## config.mk

```make
export PLATFORM = sky130hd
export DESIGN_NAME = gpio_pad_ctrl
export DESIGN_NICKNAME = d
export VERILOG_FILES = /design/src/rtl/gpio_pad_pkg.sv /design/src/rtl/gpio_pad_evt.sv /design/src/rtl/gpio_irq_agg.sv /design/src/rtl/gpio_pad_ctrl.sv
export SDC_FILE = /design/constraint.sdc
export NUM_CORES = 2
export LEC_CHECK = 0
export BUFFER_PORTS_ARGS = -buffer_cell sky130_fd_sc_hd__buf_4
export CORE_UTILIZATION = 44
export DETAILED_ROUTE_END_ITERATION = 8
export REMOVE_ABC_BUFFERS = 1
export SKIP_CTS_REPAIR_TIMING = 1
export SYNTH_ARGS = -nofsm -noshare
export SYNTH_HDL_FRONTEND = slang
export SYNTH_SLANG_ARGS = --single-unit
```

## constraint.sdc

```tcl
create_clock -name clk -period 2.82 [get_ports clk]
set_input_delay 0.282 -clock clk [delete_from_list [all_inputs] [get_ports clk]]
set_output_delay 0.282 -clock clk [all_outputs]
set_load 0.05 [all_outputs]
```

## src/rtl/gpio_pad_pkg.sv

```systemverilog
package gpio_pad_pkg;

  // Event detection codes held in config word 0 bits 26:25
  typedef enum logic [1:0] {
    EVT_LEVEL = 2'b00,
    EVT_RISE  = 2'b01,
    EVT_NONE  = 2'b10,
    EVT_BOTH  = 2'b11
  } evt_mode_e;

  localparam int PTR_OFS   = 'h00C;
  localparam int TX_BIT    = 0;
  localparam int RX_BIT    = 1;
  localparam int INV_BIT   = 23;
  localparam int MODE_LSB  = 25;
  localparam int RCFG_LSB  = 30;
  localparam int DW1_OFS   = 4;

endpackage

```

## src/rtl/gpio_pad_evt.sv

```systemverilog
module gpio_pad_evt
  import gpio_pad_pkg::*;
(
  input  logic      clk,
  input  logic      rst,
  input  logic      pad_i,
  input  logic      inv_i,
  input  evt_mode_e mode_i,
  output logic      rx_sync_o,
  output logic      evt_o
);

  logic meta_q, sync_q, prev_q;
  logic rx_now;

  assign rx_now    = sync_q ^ inv_i;
  assign rx_sync_o = sync_q;

  always_ff @(posedge clk) begin
    if (rst) begin
      meta_q <= 1'b0;
      sync_q <= 1'b0;
      prev_q <= 1'b0;
    end else begin
      meta_q <= pad_i;
      sync_q <= meta_q;
      prev_q <= rx_now;
    end
  end

  always_comb begin
    unique case (mode_i)
      EVT_LEVEL: evt_o = rx_now;
      EVT_RISE:  evt_o = rx_now & ~prev_q;
      EVT_BOTH:  evt_o = rx_now ^ prev_q;
      default:   evt_o = 1'b0;
    endcase
  end

endmodule

```

## src/rtl/gpio_irq_agg.sv

```systemverilog
module gpio_irq_agg #(
  parameter int NUM_PADS = 32
) (
  input  logic                clk,
  input  logic                rst,
  input  logic [NUM_PADS-1:0] sts_i,
  input  logic [NUM_PADS-1:0] ena_i,
  output logic                irq_o
);

  always_ff @(posedge clk) begin
    if (rst) irq_o <= 1'b0;
    else     irq_o <= |(sts_i & ena_i);
  end

endmodule

```

## src/rtl/gpio_pad_ctrl.sv

```systemverilog
module gpio_pad_ctrl
  import gpio_pad_pkg::*;
#(
  parameter int ADDR_W         = 12,
  parameter int NUM_PADS       = 32,
  parameter int PAD_STRIDE     = 16,
  parameter int PAD_REGION_OFS = 'h400,
  parameter int STS_BASE       = 'h100,
  parameter int ENA_BASE       = 'h120
) (
  input  logic                clk,
  input  logic                rst,
  input  logic                req_valid,
  input  logic                req_write,
  input  logic [ADDR_W-1:0]   req_addr,
  input  logic [31:0]         req_wdata,
  output logic                rsp_valid,
  output logic [31:0]         rsp_rdata,
  input  logic [NUM_PADS-1:0] pad_in,
  output logic [NUM_PADS-1:0] pad_out,
  output logic                irq
);

  localparam int STRIDE_LG    = $clog2(PAD_STRIDE);
  localparam int IDX_W        = (NUM_PADS > 1) ? $clog2(NUM_PADS) : 1;
  localparam int REGION_BYTES = NUM_PADS * PAD_STRIDE;

  // ---------------- address decode ----------------
  logic [ADDR_W-1:0]    rel_addr;
  logic                 in_region, hit_dw0, hit_dw1;
  logic                 hit_ptr, hit_sts, hit_ena;
  logic [IDX_W-1:0]     pad_idx;
  logic [STRIDE_LG-1:0] slot_ofs;
  logic                 wr;

  assign wr        = req_valid & req_write;
  assign rel_addr  = req_addr - ADDR_W'(PAD_REGION_OFS);
  assign in_region = (32'(req_addr) >= 32'(PAD_REGION_OFS)) &&
                     (32'(rel_addr) < 32'(REGION_BYTES));
  assign pad_idx   = IDX_W'(rel_addr >> STRIDE_LG);
  assign slot_ofs  = rel_addr[STRIDE_LG-1:0];
  assign hit_dw0   = in_region && (slot_ofs == '0);
  assign hit_dw1   = in_region && (slot_ofs == STRIDE_LG'(DW1_OFS));
  assign hit_ptr   = (req_addr == ADDR_W'(PTR_OFS));
  assign hit_sts   = (req_addr == ADDR_W'(STS_BASE));
  assign hit_ena   = (req_addr == ADDR_W'(ENA_BASE));

  // ---------------- per-pad configuration ----------------
  logic [NUM_PADS-1:0] tx_q;
  logic [NUM_PADS-1:0] inv_q;
  evt_mode_e           mode_q [NUM_PADS];
  logic [1:0]          rcfg_q [NUM_PADS];
  logic [31:0]         dw1_q  [NUM_PADS];

  always_ff @(posedge clk) begin
    if (rst) begin
      tx_q  <= '0;
      inv_q <= '0;
      for (int i = 0; i < NUM_PADS; i++) begin
        mode_q[i] <= EVT_LEVEL;
        rcfg_q[i] <= 2'b00;
        dw1_q[i]  <= 32'h0;
      end
    end else if (wr) begin
      if (hit_dw0) begin
        tx_q[pad_idx]   <= req_wdata[TX_BIT];
        inv_q[pad_idx]  <= req_wdata[INV_BIT];
        mode_q[pad_idx] <= evt_mode_e'(req_wdata[MODE_LSB +: 2]);
        rcfg_q[pad_idx] <= req_wdata[RCFG_LSB +: 2];
      end
      if (hit_dw1) dw1_q[pad_idx] <= req_wdata;
    end
  end

  assign pad_out = tx_q;

  // ---------------- event detection ----------------
  logic [NUM_PADS-1:0] rx_sync;
  logic [NUM_PADS-1:0] pad_evt;

  for (genvar g = 0; g < NUM_PADS; g++) begin : g_pad
    gpio_pad_evt u_evt (
      .clk      (clk),
      .rst      (rst),
      .pad_i    (pad_in[g]),
      .inv_i    (inv_q[g]),
      .mode_i   (mode_q[g]),
      .rx_sync_o(rx_sync[g]),
      .evt_o    (pad_evt[g])
    );
  end

  // ---------------- status / enable ----------------
  logic [NUM_PADS-1:0] sts_q, ena_q, sts_clr;

  assign sts_clr = (wr && hit_sts) ? req_wdata[NUM_PADS-1:0] : '0;

  always_ff @(posedge clk) begin
    if (rst) begin
      sts_q <= '0;
      ena_q <= '0;
    end else begin
      sts_q <= (sts_q & ~sts_clr) | pad_evt;
      if (wr && hit_ena) ena_q <= req_wdata[NUM_PADS-1:0];
    end
  end

  gpio_irq_agg #(.NUM_PADS(NUM_PADS)) u_irq (
    .clk  (clk),
    .rst  (rst),
    .sts_i(sts_q),
    .ena_i(ena_q),
    .irq_o(irq)
  );

  // ---------------- read path ----------------
  logic [31:0] rd_mux;

  always_comb begin
    rd_mux = 32'h0;
    if (hit_ptr)      rd_mux = 32'(PAD_REGION_OFS);
    else if (hit_sts) rd_mux = 32'(sts_q);
    else if (hit_ena) rd_mux = 32'(ena_q);
    else if (hit_dw0) begin
      rd_mux[TX_BIT]          = tx_q[pad_idx];
      rd_mux[RX_BIT]          = rx_sync[pad_idx];
      rd_mux[INV_BIT]         = inv_q[pad_idx];
      rd_mux[MODE_LSB +: 2]   = mode_q[pad_idx];
      rd_mux[RCFG_LSB +: 2]   = rcfg_q[pad_idx];
    end
    else if (hit_dw1) rd_mux = dw1_q[pad_idx];
  end

  always_ff @(posedge clk) begin
    if (rst) begin
      rsp_valid <= 1'b0;
      rsp_rdata <= 32'h0;
    end else begin
      rsp_valid <= req_valid & ~req_write;
      rsp_rdata <= rd_mux;
    end
  end

endmodule

```

==> metrics <==
source of the worst hold timing path req_wdata[17]; vias per cell 5.903; initial antenna violation count 13; row cnt 139; Yosys top cell by area edfxtp_1; RR Startpoint g_pad[11].u_evt.rx_sync_o; Synth Warn # 0; maximum VDD drop 618.5 uV; synth unique cells 65; Iter 0 DRT Violations 5266; Clock Latency Late Sink 810 ps; FF/Latch Area 39760 um^2; HP Class input port to register; min setup slack post-route 21.64 ps; DIE AREA 146100 um^2; normalized max-slew margin 32.75%; Hold Path End ena_q[17]; Worst Setup Start Kind input port; Mapped Cells 4774; Final Hold Violating Endpoints 0; f_max 0.3574 GHz; power per standard cell area 629.9 nW/um^2; synthesized area 63620 um^2; R2R depth 6; crit end category register; Nets 5178; H-tree levels 4; leakage 27.72 nW; share of the synthesized area in the top cell type 54.37%; Slew @ Worst Pin 1009 ps; mux share of post-synthesis cell area 11.28%; vias in the first global route 40170; Area after DPL 69250 um^2; critical path data arrival time 3470 ps; clock sinks 1410; first-pass GRT wire length 308600 um; Final HPWL DP 150300 um; RSZ-0062 raised after global routing false; 1st-pass router iterations 8; Hold Path Cell Cnt 3; outcome finished, final reports clean; critical-path maximum fanout 27; Post-Synth Adder-Cell Area 0.6293%; GPL Wtd Cong 0.9755; asr flop ratio synth 0%; Critical Path RT 3490 ps; Post-Synth XOR/XNOR Area 0.4405%; chip height 382.3 um; Final Cell Area 74410 um^2; Die X 382.3 um; max_cap viols 0; initial core utilization 44.34%; Setup Viol. Count Final 0; number of synthesized register bits 1410; setup TNS 0 ps; Synth Flop Type edfxtp_1; Post-synth EDFFs 1152; Multi-input gate area 21930 um^2; largest family of logic cells by synthesized area simple AND/OR/NAND/NOR gates; grt ovf 0; kind of critical path input port to register; CTS root buf clkbuf_16; layout cells sized above 1 18.18%; commonest non-fill, non-tap cell in the layout edfxtp_1; post-DR wirelength/cell 31.10 um; fin crit share 99.23%; CTS tree yes; synthesized area per cell 13.33 um^2; r2r endpoint rsp_rdata[1]; commonest cells after routing, fill and taps aside edfxtp_1, and2_1, mux2i_1; Filler cells 12160; Antenna Violating Nets Remaining 0; minimum clock period 2798 ps; Remaining DRCs 0; top cells by area, synth edfxtp_1, and2_1, dfxtp_1, mux2i_1, mux4_2; overall routing resource usage 29.94%; r2r setup slk 260 ps; Synth Area in Simple Gates 16.20%; Util after Layout 51.86%; clock-pin slew on the worst setup and hold paths 60 ps; WL final 220700 um; Max Root-Sink Buffers 3; Worst Clk Skew 23.06 ps; Layout area overhead 16.96%; largest net degree at the start of global routing 55; port bufs 145; Critical Path Start req_addr[8]; CTS Buf Count 152; IO Pins 146; dpl ws -592.3 ps; post-synthesis sequential area ratio 62.49%; Max Slew Vio Count 0; Synth Area in Compound Gates 5.638%; total number of vias 41900; core area 143500 um^2
state kept, by name, summed over array words and instances (netlist names):
name,cells
ena_q,32
u_irq.irq_o,1
rsp_rdata,32
inv_q,32
rsp_valid,1
g_pad.u_evt.meta_q,32
pad_out,32
dw1_q,1024
sts_q,32
g_pad.u_evt.prev_q,32
rcfg_q,64
mode_q,64
g_pad.u_evt.rx_sync_o,32
layer usage:
metal	track usage, %	share of wire, %	up-vias	routed length, um
met2	46.76	46	2269	101200
met5	0	0.013	-	28
met4	17.20	6.3	4	13830
met1	39.45	39	21200	86430
met3	5.094	8.7	474	19210
li1	-	-	17950	-
kinds of logic after synthesis:
logic type,Yosys count
XOR/XNOR,32
buffers and inverters,488
multiplexers,588
AND/OR/NAND/NOR,1715
adder cells (fa/ha/maj),32
flip-flops,1410
AO/OA/AOI/OAI,509
area by class of cell:
type	instances	share of cell area, %
Clock inverter	74	0.8844
Timing Repair Buffer	562	7.111
Tap cell	1903	3.200
Sequential cell	1410	53.43
Clock buffer	206	5.576
Multi-Input combinational cell	2876	29.47
Antenna cell	3	0.01009
Inverter	64	0.3228
how the worst max path moves through the flow:
stage                                to  slack (ps)  cells after the start
after global placement     rsp_rdata[1]        -620                      8
after global routing      rsp_rdata[30]         170                      9
after detailed placement  rsp_rdata[30]        -590                      9
after floorplan           rsp_rdata[13]       -1600                      5
after CTS                 rsp_rdata[30]         260                      9
final                      rsp_rdata[1]          20                      8
power breakdown:
part / internal, W / switching [W] / total [W]
clock network: 0.0110 / 0.00851 / 0.0195
registers: 0.0234 / 0.000335 / 0.0237
logic: 0.00126 / 0.00239 / 0.00364
total: 0.0356 / 0.0112 / 0.0469
worst max-delay path, cell delays in order:
cell and delay [ps]:
buf_4 390, buf_4 400, nand4bb_1 470, o22ai_1 330, nor4_1 850, nand2_1 260
nand3_1 310, a31oi_1 110
cells in the mapped netlist, drive strengths merged, types with 2 or more instances:
library cell and n:
o21ai 19, nor4b 5, a22o 57, nor2b 115, ha 32, nand2 96
buf 149, a2111oi 2, or4b 5, or2 35, nand4 49, nand3 25
nor4 20, nor3b 5, nand4bb 6, and2 1132, and4b 3, xor2 32
o2111ai 18, o22ai 120, a222oi 2, or4 3, inv 64, mux2i 476
a211o 3, or3 8, a21oi 58, a22oi 148, a211oi 19, a221oi 22
mux2 10, edfxtp 1152, nand2b 4, nand4b 5, o22a 5, a31oi 32
and3 3, clkbuf 275, and4bb 6, and4 2, nor2 158, a32oi 2
nor3 28, mux4 102, dfxtp 258
per-stage QoR:
step,std cells,hold WS (ps),power (W)
final,7098,6.757,0.04687
after global routing,7095,26.18,0.04797
after CTS,7060,-353.9,0.04702
after detailed placement,6780,424.6,0.02771
after global placement,6780,424.1,0.02767
after floorplan,4350,351.1,0.02531
Power figures use the tool's default switching activity.
